`src/rtl/ddr3_cmd_pkg.sv`:
```
package ddr3_cmd_pkg;

    typedef enum logic [2:0] {
        CMD_NOP = 3'd0,
        CMD_ACT = 3'd1,
        CMD_RD  = 3'd2,
        CMD_WR  = 3'd3,
        CMD_PRE = 3'd4,
        CMD_LMR = 3'd5,
        CMD_REF = 3'd6
    } cmd_e;

    typedef enum logic [1:0] {
        PWR_ON       = 2'd0,
        PWR_PRE_PD   = 2'd1,
        PWR_ACT_PD   = 2'd2,
        PWR_SELF_REF = 2'd3
    } pwr_e;

    typedef enum logic [1:0] {
        BURST_FIX8 = 2'd0,
        BURST_OTF  = 2'd1,
        BURST_FIX4 = 2'd2
    } burst_e;

endpackage

```
`src/rtl/ddr3_cmd_classify.sv`:
```
module ddr3_cmd_classify
    import ddr3_cmd_pkg::*;
(
    input  logic cs_n,
    input  logic ras_n,
    input  logic cas_n,
    input  logic we_n,
    output cmd_e cmd_o
);

    logic [3:0] code;
    assign code = {cs_n, ras_n, cas_n, we_n};

    // Active-low command code table
    always_comb begin
        unique case (code)
            4'b0011: cmd_o = CMD_ACT;
            4'b0101: cmd_o = CMD_RD;
            4'b0100: cmd_o = CMD_WR;
            4'b0010: cmd_o = CMD_PRE;
            4'b0000: cmd_o = CMD_LMR;
            4'b0001: cmd_o = CMD_REF;
            default: cmd_o = CMD_NOP;
        endcase
    end

endmodule

```
`src/rtl/ddr3_bank_tracker.sv`:
```
module ddr3_bank_tracker
    import ddr3_cmd_pkg::*;
#(
    parameter int NUM_BANKS = 8,
    localparam int BA_W = $clog2(NUM_BANKS)
) (
    input  logic                 clk,
    input  logic                 rst_n,
    input  cmd_e                 cmd_i,
    input  logic [BA_W-1:0]      bank_i,
    input  logic                 a10_i,
    output logic [NUM_BANKS-1:0] open_o
);

    logic [NUM_BANKS-1:0] open_q;
    logic [NUM_BANKS-1:0] open_d;
    logic [NUM_BANKS-1:0] bank_sel;

    assign bank_sel = NUM_BANKS'(1) << bank_i;

    always_comb begin
        open_d = open_q;
        unique case (cmd_i)
            CMD_ACT: open_d = open_q | bank_sel;
            CMD_RD,
            CMD_WR: begin
                if (a10_i) open_d = open_q & ~bank_sel;
            end
            CMD_PRE: begin
                if (a10_i) open_d = '0;
                else       open_d = open_q & ~bank_sel;
            end
            default: open_d = open_q;
        endcase
    end

    always_ff @(posedge clk or negedge rst_n) begin
        if (!rst_n) open_q <= '0;
        else        open_q <= open_d;
    end

    assign open_o = open_q;

    assert_act_opens_R3: assert property (@(posedge clk) disable iff (!rst_n)
        (cmd_i == CMD_ACT) |=> open_q[$past(bank_i)]);

    assert_autopre_closes_R4: assert property (@(posedge clk) disable iff (!rst_n)
        ((cmd_i == CMD_RD || cmd_i == CMD_WR) && a10_i) |=> !open_q[$past(bank_i)]);

    assert_pre_all_R5: assert property (@(posedge clk) disable iff (!rst_n)
        (cmd_i == CMD_PRE && a10_i) |=> (open_q == '0));

    assert_pre_one_R5: assert property (@(posedge clk) disable iff (!rst_n)
        (cmd_i == CMD_PRE && !a10_i) |=> !open_q[$past(bank_i)]);

    assert_nop_hold_R1: assert property (@(posedge clk) disable iff (!rst_n)
        (cmd_i == CMD_NOP) |=> $stable(open_q));

endmodule

```
`src/rtl/ddr3_power_fsm.sv`:
```
module ddr3_power_fsm
    import ddr3_cmd_pkg::*;
#(
    parameter int NUM_BANKS = 8
) (
    input  logic                 clk,
    input  logic                 rst_n,
    input  logic                 cke_i,
    input  logic                 ref_i,
    input  logic [NUM_BANKS-1:0] open_i,
    output pwr_e                 state_o,
    output logic                 accept_o,
    output logic                 sr_active_o
);

    pwr_e state_q;
    pwr_e state_d;
    logic all_idle;

    assign all_idle = (open_i == '0);

    always_ff @(posedge clk or negedge rst_n) begin
        if (!rst_n) state_q <= PWR_ON;
        else        state_q <= state_d;
    end

    always_comb begin
        state_d = state_q;
        unique case (state_q)
            PWR_ON: begin
                if (!cke_i) begin
                    if (ref_i && all_idle) state_d = PWR_SELF_REF;
                    else if (all_idle)     state_d = PWR_PRE_PD;
                    else                   state_d = PWR_ACT_PD;
                end
            end
            PWR_PRE_PD,
            PWR_ACT_PD,
            PWR_SELF_REF: begin
                if (cke_i) state_d = PWR_ON;
            end
            default: state_d = PWR_ON;
        endcase
    end

    always_comb begin
        accept_o    = 1'b0;
        sr_active_o = 1'b0;
        unique case (state_q)
            PWR_ON:       accept_o    = cke_i;
            PWR_SELF_REF: sr_active_o = !cke_i;
            default: begin
                accept_o    = 1'b0;
                sr_active_o = 1'b0;
            end
        endcase
    end

    assign state_o = state_q;

    assert_pre_pd_entry_R8: assert property (@(posedge clk) disable iff (!rst_n)
        (state_q == PWR_ON && !cke_i && !ref_i && all_idle) |=> (state_q == PWR_PRE_PD));

    assert_act_pd_entry_R8: assert property (@(posedge clk) disable iff (!rst_n)
        (state_q == PWR_ON && !cke_i && !all_idle) |=> (state_q == PWR_ACT_PD));

    assert_act_pd_rows_R8: assert property (@(posedge clk) disable iff (!rst_n)
        (state_q == PWR_ACT_PD) |-> !all_idle);

    assert_pd_exit_R9: assert property (@(posedge clk) disable iff (!rst_n)
        ((state_q == PWR_PRE_PD || state_q == PWR_ACT_PD) && cke_i) |=> (state_q == PWR_ON));

    assert_sr_entry_R10: assert property (@(posedge clk) disable iff (!rst_n)
        (state_q == PWR_ON && !cke_i && ref_i && all_idle) |=> (state_q == PWR_SELF_REF));

endmodule

```
`src/rtl/ddr3_mode_store.sv`:
```
module ddr3_mode_store
    import ddr3_cmd_pkg::*;
(
    input  logic       clk,
    input  logic       rst_n,
    input  logic       load_i,
    input  logic [1:0] mr_i,
    input  logic [1:0] op_i,
    output burst_e     mode_o
);

    burst_e mode_q;
    logic   take;

    assign take = load_i && (mr_i == 2'd0) && (op_i != 2'b11);

    always_ff @(posedge clk or negedge rst_n) begin
        if (!rst_n)    mode_q <= BURST_FIX8;
        else if (take) mode_q <= burst_e'(op_i);
    end

    assign mode_o = mode_q;

    assert_reserved_keep_R6: assert property (@(posedge clk) disable iff (!rst_n)
        (load_i && op_i == 2'b11) |=> $stable(mode_q));

    assert_other_mr_keep_R6: assert property (@(posedge clk) disable iff (!rst_n)
        (load_i && mr_i != 2'd0) |=> $stable(mode_q));

    assert_no_load_keep_R6: assert property (@(posedge clk) disable iff (!rst_n)
        (!load_i) |=> $stable(mode_q));

endmodule

```
`src/rtl/ddr3_cmd_front.sv`:
```
module ddr3_cmd_front
    import ddr3_cmd_pkg::*;
#(
    parameter int ADDR_W    = 14,
    parameter int NUM_BANKS = 8,
    parameter int AP_BIT    = 10,
    parameter int BC_BIT    = 12,
    localparam int BA_W     = $clog2(NUM_BANKS),
    localparam int MR_W     = 2
) (
    input  logic                 clk,
    input  logic                 rst_n,
    input  logic                 cke,
    input  logic                 cs_n,
    input  logic                 ras_n,
    input  logic                 cas_n,
    input  logic                 we_n,
    input  logic [BA_W-1:0]      ba,
    input  logic [ADDR_W-1:0]    addr,
    output logic [2:0]           cmd_o,
    output logic [BA_W-1:0]      bank_o,
    output logic [ADDR_W-1:0]    row_o,
    output logic [ADDR_W-1:0]    col_o,
    output logic                 auto_pre_o,
    output logic                 pre_all_o,
    output logic                 chop4_o,
    output logic [MR_W-1:0]      mr_idx_o,
    output logic [ADDR_W-1:0]    opcode_o,
    output logic [NUM_BANKS-1:0] open_banks_o,
    output logic [1:0]           pwr_o,
    output logic                 sr_active_o
);

    localparam logic [ADDR_W-1:0] COL_MASK =
        ~((ADDR_W'(1) << AP_BIT) | (ADDR_W'(1) << BC_BIT));

    cmd_e   raw_cmd;
    cmd_e   eff_cmd;
    pwr_e   pwr_state;
    burst_e burst_mode;
    logic   accept;
    logic   chop_now;
    logic   is_access;
    logic [NUM_BANKS-1:0] open_vec;

    cmd_e              cmd_q;
    logic [BA_W-1:0]   bank_q;
    logic [ADDR_W-1:0] row_q;
    logic [ADDR_W-1:0] col_q;
    logic              ap_q;
    logic              all_q;
    logic              chop_q;
    logic [MR_W-1:0]   mr_q;
    logic [ADDR_W-1:0] op_q;

    ddr3_cmd_classify u_classify (
        .cs_n  (cs_n),
        .ras_n (ras_n),
        .cas_n (cas_n),
        .we_n  (we_n),
        .cmd_o (raw_cmd)
    );

    ddr3_power_fsm #(.NUM_BANKS(NUM_BANKS)) u_power (
        .clk         (clk),
        .rst_n       (rst_n),
        .cke_i       (cke),
        .ref_i       (raw_cmd == CMD_REF),
        .open_i      (open_vec),
        .state_o     (pwr_state),
        .accept_o    (accept),
        .sr_active_o (sr_active_o)
    );

    assign eff_cmd   = accept ? raw_cmd : CMD_NOP;
    assign is_access = (eff_cmd == CMD_RD) || (eff_cmd == CMD_WR);

    ddr3_bank_tracker #(.NUM_BANKS(NUM_BANKS)) u_banks (
        .clk    (clk),
        .rst_n  (rst_n),
        .cmd_i  (eff_cmd),
        .bank_i (ba),
        .a10_i  (addr[AP_BIT]),
        .open_o (open_vec)
    );

    ddr3_mode_store u_mode (
        .clk    (clk),
        .rst_n  (rst_n),
        .load_i (eff_cmd == CMD_LMR),
        .mr_i   (ba[MR_W-1:0]),
        .op_i   (addr[1:0]),
        .mode_o (burst_mode)
    );

    always_comb begin
        unique case (burst_mode)
            BURST_OTF:  chop_now = !addr[BC_BIT];
            BURST_FIX4: chop_now = 1'b1;
            default:    chop_now = 1'b0;
        endcase
    end

    always_ff @(posedge clk or negedge rst_n) begin
        if (!rst_n) begin
            cmd_q  <= CMD_NOP;
            bank_q <= '0;
            row_q  <= '0;
            col_q  <= '0;
            ap_q   <= 1'b0;
            all_q  <= 1'b0;
            chop_q <= 1'b0;
            mr_q   <= '0;
            op_q   <= '0;
        end else begin
            cmd_q  <= eff_cmd;
            bank_q <= (eff_cmd == CMD_ACT || is_access || eff_cmd == CMD_PRE) ? ba : '0;
            row_q  <= (eff_cmd == CMD_ACT) ? addr : '0;
            col_q  <= is_access ? (addr & COL_MASK) : '0;
            ap_q   <= is_access && addr[AP_BIT];
            all_q  <= (eff_cmd == CMD_PRE) && addr[AP_BIT];
            chop_q <= is_access && chop_now;
            mr_q   <= (eff_cmd == CMD_LMR) ? ba[MR_W-1:0] : '0;
            op_q   <= (eff_cmd == CMD_LMR) ? addr : '0;
        end
    end

    assign cmd_o        = cmd_q;
    assign bank_o       = bank_q;
    assign row_o        = row_q;
    assign col_o        = col_q;
    assign auto_pre_o   = ap_q;
    assign pre_all_o    = all_q;
    assign chop4_o      = chop_q;
    assign mr_idx_o     = mr_q;
    assign opcode_o     = op_q;
    assign open_banks_o = open_vec;
    assign pwr_o        = pwr_state;

    assert_cs_mask_R1: assert property (@(posedge clk) disable iff (!rst_n)
        cs_n |=> (cmd_q == CMD_NOP));

    assert_cke_low_mask_R8: assert property (@(posedge clk) disable iff (!rst_n)
        !cke |=> (cmd_q == CMD_NOP));

    assert_fixed8_nochop_R7: assert property (@(posedge clk) disable iff (!rst_n)
        (is_access && burst_mode == BURST_FIX8) |=> !chop_q);

    assert_fixed4_chop_R7: assert property (@(posedge clk) disable iff (!rst_n)
        (is_access && burst_mode == BURST_FIX4) |=> chop_q);

endmodule

```
`config.mk`:
```
export PLATFORM = sky130hd
export DESIGN_NAME = ddr3_cmd_front
export DESIGN_NICKNAME = d
export VERILOG_FILES = /design/src/rtl/ddr3_cmd_pkg.sv /design/src/rtl/ddr3_cmd_classify.sv /design/src/rtl/ddr3_bank_tracker.sv /design/src/rtl/ddr3_power_fsm.sv /design/src/rtl/ddr3_mode_store.sv /design/src/rtl/ddr3_cmd_front.sv
export SDC_FILE = /design/constraint.sdc
export NUM_CORES = 1
export LEC_CHECK = 0
export CORE_UTILIZATION = 49
export CTS_BUF_LIST = sky130_fd_sc_hd__clkbuf_4
export CTS_CLUSTER_SIZE = 40
export DETAILED_ROUTE_END_ITERATION = 10
export PLACE_DENSITY = 0.91
export SLEW_MARGIN = 20
export SYNTH_ARGS = -nofsm -noshare
export SYNTH_HDL_FRONTEND = slang
export SYNTH_HIERARCHICAL = 1
export SYNTH_SLANG_ARGS = --single-unit
```
`constraint.sdc`:
```
create_clock -name clk -period 3.3 [get_ports clk]
set_input_delay 0.66 -clock clk [delete_from_list [all_inputs] [get_ports clk]]
set_output_delay 0.66 -clock clk [all_outputs]
set_load 0.01 [all_outputs]
```
==> results by group, run 1 <==
Power
  • Peak supply drop: 0.303 mV
  • Design Power: 0.00170 W
  • LEAKAGE: 1.62 nW
  • PwrDens: 487 nW/um2

Synthesis
  • Mapped cell area: 2450 um2
  • Post-synth EDFFs: 0
  • Number of synthesized register bits: 63
  • Sequential share of the synthesized area: 64.4%
  • Synth warn: 6
  • Post-synth top cells: 63 x dfrtp_1, 46 x and2_1, 8 x nor2_1, 8 x o21ai_1, 7 x nor3_1
  • Synth cell types: 35
  • Yosys top cell by area: dfrtp_1
  • Avg Cell Area, Syn: 12.6 um2
  • Post-synth ARST share: 100%
  • Post-synth top area share: 64.4%
  • Post-Syn Instances: 195
  • Most used DFF post-synth: dfrtp_1
  • Largest cells by area after synthesis: dfrtp_1 64%, and2_1 12%, a2bb2oi_1 2.1%, o21ai_1 1.6%, nor3_1 1.4%
  • Count leader, synth: dfrtp_1

Worst setup path
  • Crit-path slowest cell: clkdlybuf4s50_1
  • Worst r2r src: u_power/state_o[1]$_DFFE_PN0P_
  • Worst Reg2Reg Path Length in Cells: 7
  • R2R setup slack: 1.33 ns
  • Critical path endpoint category: primary output
  • R2r endpoint: u_banks/open_o[7]$_DFFE_PN0P_
  • Slowest Stage Delay on Critical Path: 0.53 ns
  • Crit path launch: cke
  • WP data arrival: 1.88 ns
  • CP Class: in -> out
  • CP required: 2.64 ns
  • Critical Path, Cell by Cell: clkdlybuf4s50_1, inv_1, and3_1, clkdlybuf4s50_1
  • Most frequent CP cell: clkdlybuf4s50_1
  • Worst setup SP type: input port
  • CP Capture Point: sr_active_o
  • Max Fanout on Critical Path: 3

Status
  • Status: finished, final reports clean

STA
  • Fin crit period: 2.54 ns
  • TNS Setup: 0 ns
  • Tcrit/Tclk final: 77.0%
  • Clk_skew: 0.0111 ns
  • Pins Over Slew Limit: 0
  • Hold violation total from the final report: 0
  • Slew @ Worst Pin: 0.630 ns
  • Slew headroom: 57.7%
  • Fmax: 394 MHz
  • RSZ-0062 raised after global routing: false
  • Final setup viols: 0

Floorplanning
  • Num rows: 25
  • Core area: 4750 um2
  • Die Ht: 72.7 um
  • Initial Util: 51.5%
  • IO Pins: 88
  • Die X: 72.7 um
  • Die area: 5280 um2

Route
  • Pre-antenna DRT Iters: 4
  • Post-DRT Antenna Nets: 0
  • DRT iter0 DRCs: 86
  • Final WL: 5320 um
  • Vias: 1794
  • Post-DR wirelength/cell: 14.7 um
  • DRC viols: 0
  • Vias per std cell: 4.97

Placement
  • Placed inst area: 3350 um2
  • DP Cell Count: 344
  • Routability Congestion: 0.790
  • I/O Buffers: 85
  • HPWL after DPL: 3710 um

GRT
  • Global-route wire length before repair: 8440 um
  • Number of global-route vias before repair: 1726
  • Initial antenna violation count: 0
  • Largest net degree at the start of global routing: 47
  • GRT Util Overall: 22.0%
  • Gr ovfl total: 0

Clock network
  • CTS Buf Count: 9
  • Hold-fix buffers at CTS: 0
  • Worst-path clk slew: 0.10 ns
  • Clock latency on the worst-skew pair: 0.40 ns
  • Post-CTS Setup Bufs: 0
  • Root Buffer: clkbuf_4
  • CTS resizes: 0
  • CTS max path bufs: 2
  • CTS tree: done
  • CTS sink cnt: 63
  • # H-tree levels: 3

Finish
  • Layout cell share with drive strength beyond 1: 9.52%
  • ANT cells: 0
  • Nets@finish: 315
  • Area growth from synthesis to layout: 42.1%
  • Finished Layout Cells: 361
  • Final core utilization: 73.2%
  • Design area: 3480 um2

Flow run
  • Max-Cap Viols: 0

Hold path
  • Hold/Removal Path Class: in -> async
==> how the worst min path moves through the flow <==
stage                            startpoint                        endpoint  cells after the start  slack, ns
2_1_floorplan                         rst_n            auto_pre_o$_DFF_PN0_                      0       0.36
3_3_place_gp   u_mode/mode_o[1]$_DFFE_PN0P_    u_mode/mode_o[1]$_DFFE_PN0P_                      1       0.51
3_5_place_dp   u_mode/mode_o[1]$_DFFE_PN0P_    u_mode/mode_o[1]$_DFFE_PN0P_                      1       0.52
4_1_cts                               rst_n              cmd_o[0]$_DFF_PN0_                      1       0.42
5_1_grt                               rst_n              col_o[5]$_DFF_PN0_                      1       0.12
6_report                              rst_n  u_power/state_o[0]$_DFFE_PN0P_                      1       0.12
==> worst max-delay path, delay by kind of cell <==
| family | cells | cell delay (ns) |
|---|---|---|
| buffers and inverters | 3 | 1.07 |
| and+or+nand+nor | 1 | 0.15 |
==> metrics by stage <==
step	hold WS, ns	worst slack [ns]
after floorplan	0.364	1.04
after global placement	0.509	0.456
after detailed placement	0.516	0.407
after CTS	0.425	0.752
after global routing	0.125	0.600
final	0.120	0.759
==> final cells by class <==
type / count / area [um2]
multi-input cells: 120 / 801
fillers: 345 / 1270
flip-flops and latches: 63 / 1580
repair buffers: 89 / 888
well taps: 67 / 83.8
clock buffers: 11 / 82.6
clock inverters: 5 / 25.0
inverters: 6 / 22.5
==> registers in the layout, indices dropped and copies added, names as in the netlist <==
signal,count
u_power/state_o,2
cmd_o,3
mr_idx_o,2
bank_o,3
u_banks/open_o,8
opcode_o,14
col_o,12
pre_all_o,1
u_mode/mode_o,2
row_o,14
auto_pre_o,1
chop4_o,1
==> power by group <==
part,leakage (nW),internal [W],switching (W)
Sequential,0.866,0.000834,0.0000509
Clock,0.0617,0.000164,0.000264
Combinational,0.690,0.000211,0.000172
Total,1.62,0.00121,0.000487
==> placed cells by master (no fill, tap or decap), types with 3 or more instances in the layout <==
master / netlist / layout
dfrtp_1: 63 / 63
o21ai_0: 6 / 6
nor2_1: 8 / 8
and2_1: 46 / 46
a2bb2oi_1: 6 / 6
clkbuf_4: 0 / 11
buf_4: 2 / 3
nand2_1: 4 / 4
nand2b_1: 3 / 3
nor3_1: 7 / 7
inv_1: 6 / 6
clkdlybuf4s50_1: 0 / 84
o21ai_1: 8 / 8
==> layer usage <==
metal,share of wire (%),wire [um],vias up,track usage (%)
met3,6.8,364,12,5.66
met1,43,2300,845,29.1
met5,0,0,-,0
met4,1.6,87,0,9.15
met2,48,2570,90,34.9
li1,-,-,847,-
==> cells by family after synthesis <==
family,synth area share [%]
buffers and inverters,3.07
other,0.153
AOI/OAI and AO/OA,9.76
adders and majority gates,1.02
and+or+nand+nor,21.6
DFF,64.4
No activity file was read; power rests on OpenSTA's default activity.
==> run 2, diff against run 1 <==
Settings changed: CORE_UTILIZATION 49 to 46, PLACE_DENSITY 0.91 to 0.86.
Clock period 3.3 ns to 2.4 ns, I/O delays scaled along.
==> results by group, run 2 (same netlist as run 1, synthesis figures left out) <==
Clock network
  • CTS sink cnt: 63
  • CTS Buf Count: 9
  • Root Buffer: clkbuf_4
  • # H-tree levels: 3
  • Post-CTS Setup Bufs: 0
  • Hold-fix buffers at CTS: 0
  • CTS max path bufs: 2
  • Worst-path clk slew: 0.11 ns
  • CTS tree: done
  • CTS resizes: 0
  • Clock latency on the worst-skew pair: 0.42 ns

Finish
  • Layout cell share with drive strength beyond 1: 12.0%
  • Area growth from synthesis to layout: 44.5%
  • ANT cells: 0
  • Commonest non-fill, non-tap cell in the layout: clkdlybuf4s50_1
  • Nets@finish: 321
  • Most frequent cells in the layout: 84 x clkdlybuf4s50_1, 63 x dfrtp_1, 46 x and2_1, 9 x clkbuf_4, 9 x buf_4
  • Finished Layout Cells: 370
  • Filler instances: 376

GRT
  • Initial antenna violation count: 0
  • Global-route wire length before repair: 8770 um
  • Largest net degree at the start of global routing: 43
  • Number of global-route vias before repair: 1753
  • Gr ovfl total: 0
  • GRT Util Overall: 22.7%

Route
  • DRC viols: 0
  • Pre-antenna DRT Iters: 4
  • Post-DR wirelength/cell: 15.2 um
  • DRT iter0 DRCs: 127
  • Vias: 1832
  • Final WL: 5610 um
  • Vias per std cell: 4.95
  • Post-DRT Antenna Nets: 0

Placement
  • I/O Buffers: 85
  • Routability Congestion: 0.778
  • HPWL after DPL: 4130 um
  • DP Cell Count: 354

STA
  • Final setup viols: 0
  • Tcrit/Tclk final: 91.9%
  • Fin crit period: 2.21 ns
  • TNS Setup: 0 ns
  • Fmax: 453 MHz
  • Clk_skew: 0.0158 ns
  • Slew headroom: 65.9%
  • Hold violation total from the final report: 0
  • RSZ-0062 raised after global routing: false
  • Slew @ Worst Pin: 0.511 ns
  • Pins Over Slew Limit: 0

Power
  • LEAKAGE: 1.65 nW
  • PwrDens: 673 nW/um2
  • Peak supply drop: 0.418 mV

Hold path
  • Hold/Removal Path Class: in -> async

Floorplanning
  • Die Ht: 75.0 um
  • IO Pins: 88
  • Initial Util: 47.9%
  • Die area: 5620 um2
  • Core area: 5110 um2
  • Num rows: 26
  • Die X: 75.0 um

Worst setup path
  • R2r endpoint: u_banks/open_o[0]$_DFFE_PN0P_
  • Max Fanout on Critical Path: 3
  • Worst setup SP type: input port
  • Worst r2r src: u_power/state_o[1]$_DFFE_PN0P_
  • WP data arrival: 1.73 ns
  • CP Class: in -> out
  • Worst Reg2Reg Path Length in Cells: 6
  • R2R setup slack: 0.56 ns
  • CP required: 1.92 ns
  • Critical path endpoint category: primary output

Status
  • Status: finished, final reports clean

Flow run
  • Max-Cap Viols: 0
-- run 2: changes by cell type in the layout (fill, tap and decap cells not counted), sizes merged --
cell,before,now
buf,5,11
clkbuf,11,9
clkinv,4,5
inv,6,7
-- run 2: critical path, cell delays in order --
cell,delay [ns]
clkdlybuf4s50_1,0.44
inv_1,0.10
and3_1,0.16
clkdlybuf4s50_1,0.53
-- run 2: metal layers --
layer,up-vias,routed length [um],global-route usage (%)
li1,856,-,-
met2,78,2820,35.5
met5,-,0,0
met4,0,195,14.9
met3,16,321,5.62
met1,882,2280,28.1
-- run 2: how the worst max path moves through the flow --
| stage | start | to | slack [ns] |
|---|---|---|---|
| 4_1_cts | cke | sr_active_o | 0.20 |
| 3_3_place_gp | cke | u_mode/mode_o[1]$_DFFE_PN0P_ | 0.11 |
| 5_1_grt | cke | sr_active_o | 0.15 |
| 2_1_floorplan | cke | u_mode/mode_o[1]$_DFFE_PN0P_ | 0.32 |
| 6_report | cke | sr_active_o | 0.19 |
| 3_5_place_dp | cke | u_banks/open_o[0]$_DFFE_PN0P_ | 0.03 |
-- run 2: power breakdown --
part	internal, W	switching, W
logic	0.000297	0.000246
registers	0.00115	0.0000751
clock network	0.000213	0.000403
total	0.00166	0.000724
-- run 2: layout make-up --
class,count,area [um2],area share (%)
inverters,6,22.5,0.637
flip-flops and latches,63,1580,44.6
multi-input cells,120,801,22.6
clock buffers,9,67.6,1.91
clock inverters,7,48.8,1.38
well taps,70,87.6,2.48
repair buffers,95,933,26.4
-- run 2: per-stage QoR --
step	hold slack [ns]	setup slack, ns	instance area [um2]	total power (W)	util [%]
after floorplan	0.184	0.316	2450	0.00146	-
after global placement	0.469	0.107	3420	0.00176	67.0
after detailed placement	0.477	0.0337	3420	0.00178	67.0
after CTS	0.0158	0.195	3540	0.00239	69.3
after global routing	0.0228	0.147	3540	0.00251	69.3
final	0.0210	0.195	3540	0.00238	69.3
==> run 3, diff against run 2 <==
Settings changed: SKIP_LAST_GASP set to 1.
Clock period 2.4 ns to 2.5 ns, I/O delays scaled along.
==> results by group, run 3 (same netlist as run 1, synthesis figures left out) <==
Status
  • Status: finished, final reports clean

Clock network
  • Worst-path clk slew: 0.11 ns
  • Clock latency on the worst-skew pair: 0.40 ns
  • CTS sink cnt: 63
  • CTS tree: done
  • # H-tree levels: 3
  • Hold-fix buffers at CTS: 0
  • Post-CTS Setup Bufs: 0
  • CTS Buf Count: 9
  • Root Buffer: clkbuf_4
  • CTS max path bufs: 2
  • CTS resizes: 0

Hold path
  • Hold/Removal Path Class: in -> async

Placement
  • DP Cell Count: 352
  • Routability Congestion: 0.859
  • HPWL after DPL: 3940 um
  • I/O Buffers: 85

Route
  • Vias: 1826
  • Pre-antenna DRT Iters: 4
  • Post-DR wirelength/cell: 14.5 um
  • DRC viols: 0
  • Metal2 WL: 2710 um
  • Top sig layer: met4
  • Final WL: 5330 um
  • WL met1: 2230 um
  • Metal3 WL: 247 um
  • Vias per std cell: 4.96
  • Post-DRT Antenna Nets: 0
  • DRT iter0 DRCs: 77

Finish
  • Sequential cell area: 1580 um2
  • Finished Layout Cells: 368
  • Commonest non-fill, non-tap cell in the layout: clkdlybuf4s50_1
  • Most frequent cells in the layout: 84 x clkdlybuf4s50_1, 63 x dfrtp_1, 46 x and2_1, 9 x clkbuf_4
  • ANT cells: 0
  • Layout cell share with drive strength beyond 1: 11.4%
  • Filler instances: 388
  • Area of the multi-input gates: 801 um2
  • Nets@finish: 319
  • Area growth from synthesis to layout: 44.8%

Power
  • Power share of the combinational group: 21.7%
  • LEAKAGE: 1.65 nW
  • Peak supply drop: 0.427 mV
  • Switch Pwr: 0.000666 W
  • Clock power share: 28.7%
  • Switching Share: 28.3%
  • Internal power: 0.00169 W
  • PwrDens: 664 nW/um2
  • Flop pwr share: 49.6%

Worst setup path
  • Critical path endpoint category: primary output
  • CP bufs+invs: 3
  • Critical Path, Cell by Cell: clkdlybuf4s50_1, inv_1, and3_1, clkdlybuf4s50_1
  • Crit-path slowest cell: clkdlybuf4s50_1
  • Most frequent CP cell: clkdlybuf4s50_1
  • CP Class: in -> out
  • Worst Reg2Reg Path Length in Cells: 7
  • Cell count along the critical path: 4
  • Crit path launch: cke
  • WP data arrival: 1.73 ns
  • CP required: 2.00 ns
  • Crit path max-delay family: buffers and inverters
  • Max Fanout on Critical Path: 3
  • Worst r2r src: u_power/state_o[1]$_DFFE_PN0P_
  • Slowest Stage Delay on Critical Path: 0.53 ns
  • Worst setup SP type: input port

GRT
  • Number of global-route vias before repair: 1732
  • GRT Util Overall: 21.6%
  • Global-route wire length before repair: 8540 um
  • Initial antenna violation count: 0
  • Largest net degree at the start of global routing: 41
  • Gr ovfl total: 0

STA
  • Fin crit period: 2.23 ns
  • Hold violation total from the final report: 0
  • RSZ-0062 raised after global routing: false
  • Tcrit/Tclk final: 89.1%
  • Slew @ Worst Pin: 0.550 ns
  • TNS Setup: 0 ns
  • Final setup viols: 0
  • Fmax: 449 MHz
  • Slew headroom: 63.3%
  • Pins Over Slew Limit: 0
  • Clk_skew: 0.0141 ns

Floorplanning
  • Die Ht: 75.0 um
  • Die X: 75.0 um
  • Core area: 5110 um2
  • Num rows: 26
  • Initial Util: 47.9%
  • IO Pins: 88
  • Die area: 5620 um2

Flow run
  • Max-Cap Viols: 0
==> run 3: cell types whose count changed in the layout (fill, tap and decap cells not counted) <==
cell        before  now
clkinv_4         2    1
clkinv_2         3    2
clkinvlp_4       1    2
buf_4            9    7
bufinv_16        0    1
==> run 3: cell type report <==
type | instances | share of cell area (%)
clock buffers | 9 | 1.91
clock inverters | 7 | 2.05
inverters | 6 | 0.635
multi-input cells | 120 | 22.6
flip-flops and latches | 63 | 44.5
well taps | 70 | 2.47
repair buffers | 93 | 25.9
==> run 3: worst register-to-register path, delay by kind of cell (launching register included) <==
kind	cells	cell delay, ns
flip-flops	1	0.44
buffers and inverters	1	0.18
AO/OA/AOI/OAI	3	0.39
AND/OR/NAND/NOR	3	0.67
==> run 3: metal layers <==
metal  up-vias  global-route usage, %
li1        863                      -
met1       887                   27.4
met2        64                   34.1
met3        12                   4.42
met4         0                   13.2
met5         -                      0
==> run 3: metrics by stage <==
step	total power [W]	hold slack [ns]	util (%)	worst slack (ns)	instance area, um2
6_report	0.00236	0.0805	69.4	0.272	3550
5_1_grt	0.00249	0.0910	69.4	0.213	3550
4_1_cts	0.00238	0.0808	69.4	0.273	3550
3_5_place_dp	0.00170	0.521	66.7	0.136	3410
3_3_place_gp	0.00169	0.508	66.7	0.204	3410
2_1_floorplan	0.00140	0.204	-	0.396	2450
==> run 3: worst paths after layout <==
path                                            endpoint  slack (ns)
min reg2reg                u_banks/open_o[6]$_DFFE_PN0P_        0.55
min in group clk           u_banks/open_o[6]$_DFFE_PN0P_        0.55
min                        u_banks/open_o[1]$_DFFE_PN0P_        0.08
max                                          sr_active_o        0.27
max in group asynchronous             col_o[0]$_DFF_PN0_        1.83
max reg2reg                u_banks/open_o[1]$_DFFE_PN0P_        0.72
==> run 3: power groups by stage <==
stage / combinational, W / sequential, W / clock (W)
6_report: 0.000510 / 0.00117 / 0.000677
5_1_grt: 0.000559 / 0.00118 / 0.000749
4_1_cts: 0.000516 / 0.00117 / 0.000697
3_5_place_dp: 0.000513 / 0.00119 / 0
3_3_place_gp: 0.000499 / 0.00119 / 0
2_1_floorplan: 0.000185 / 0.00122 / 0
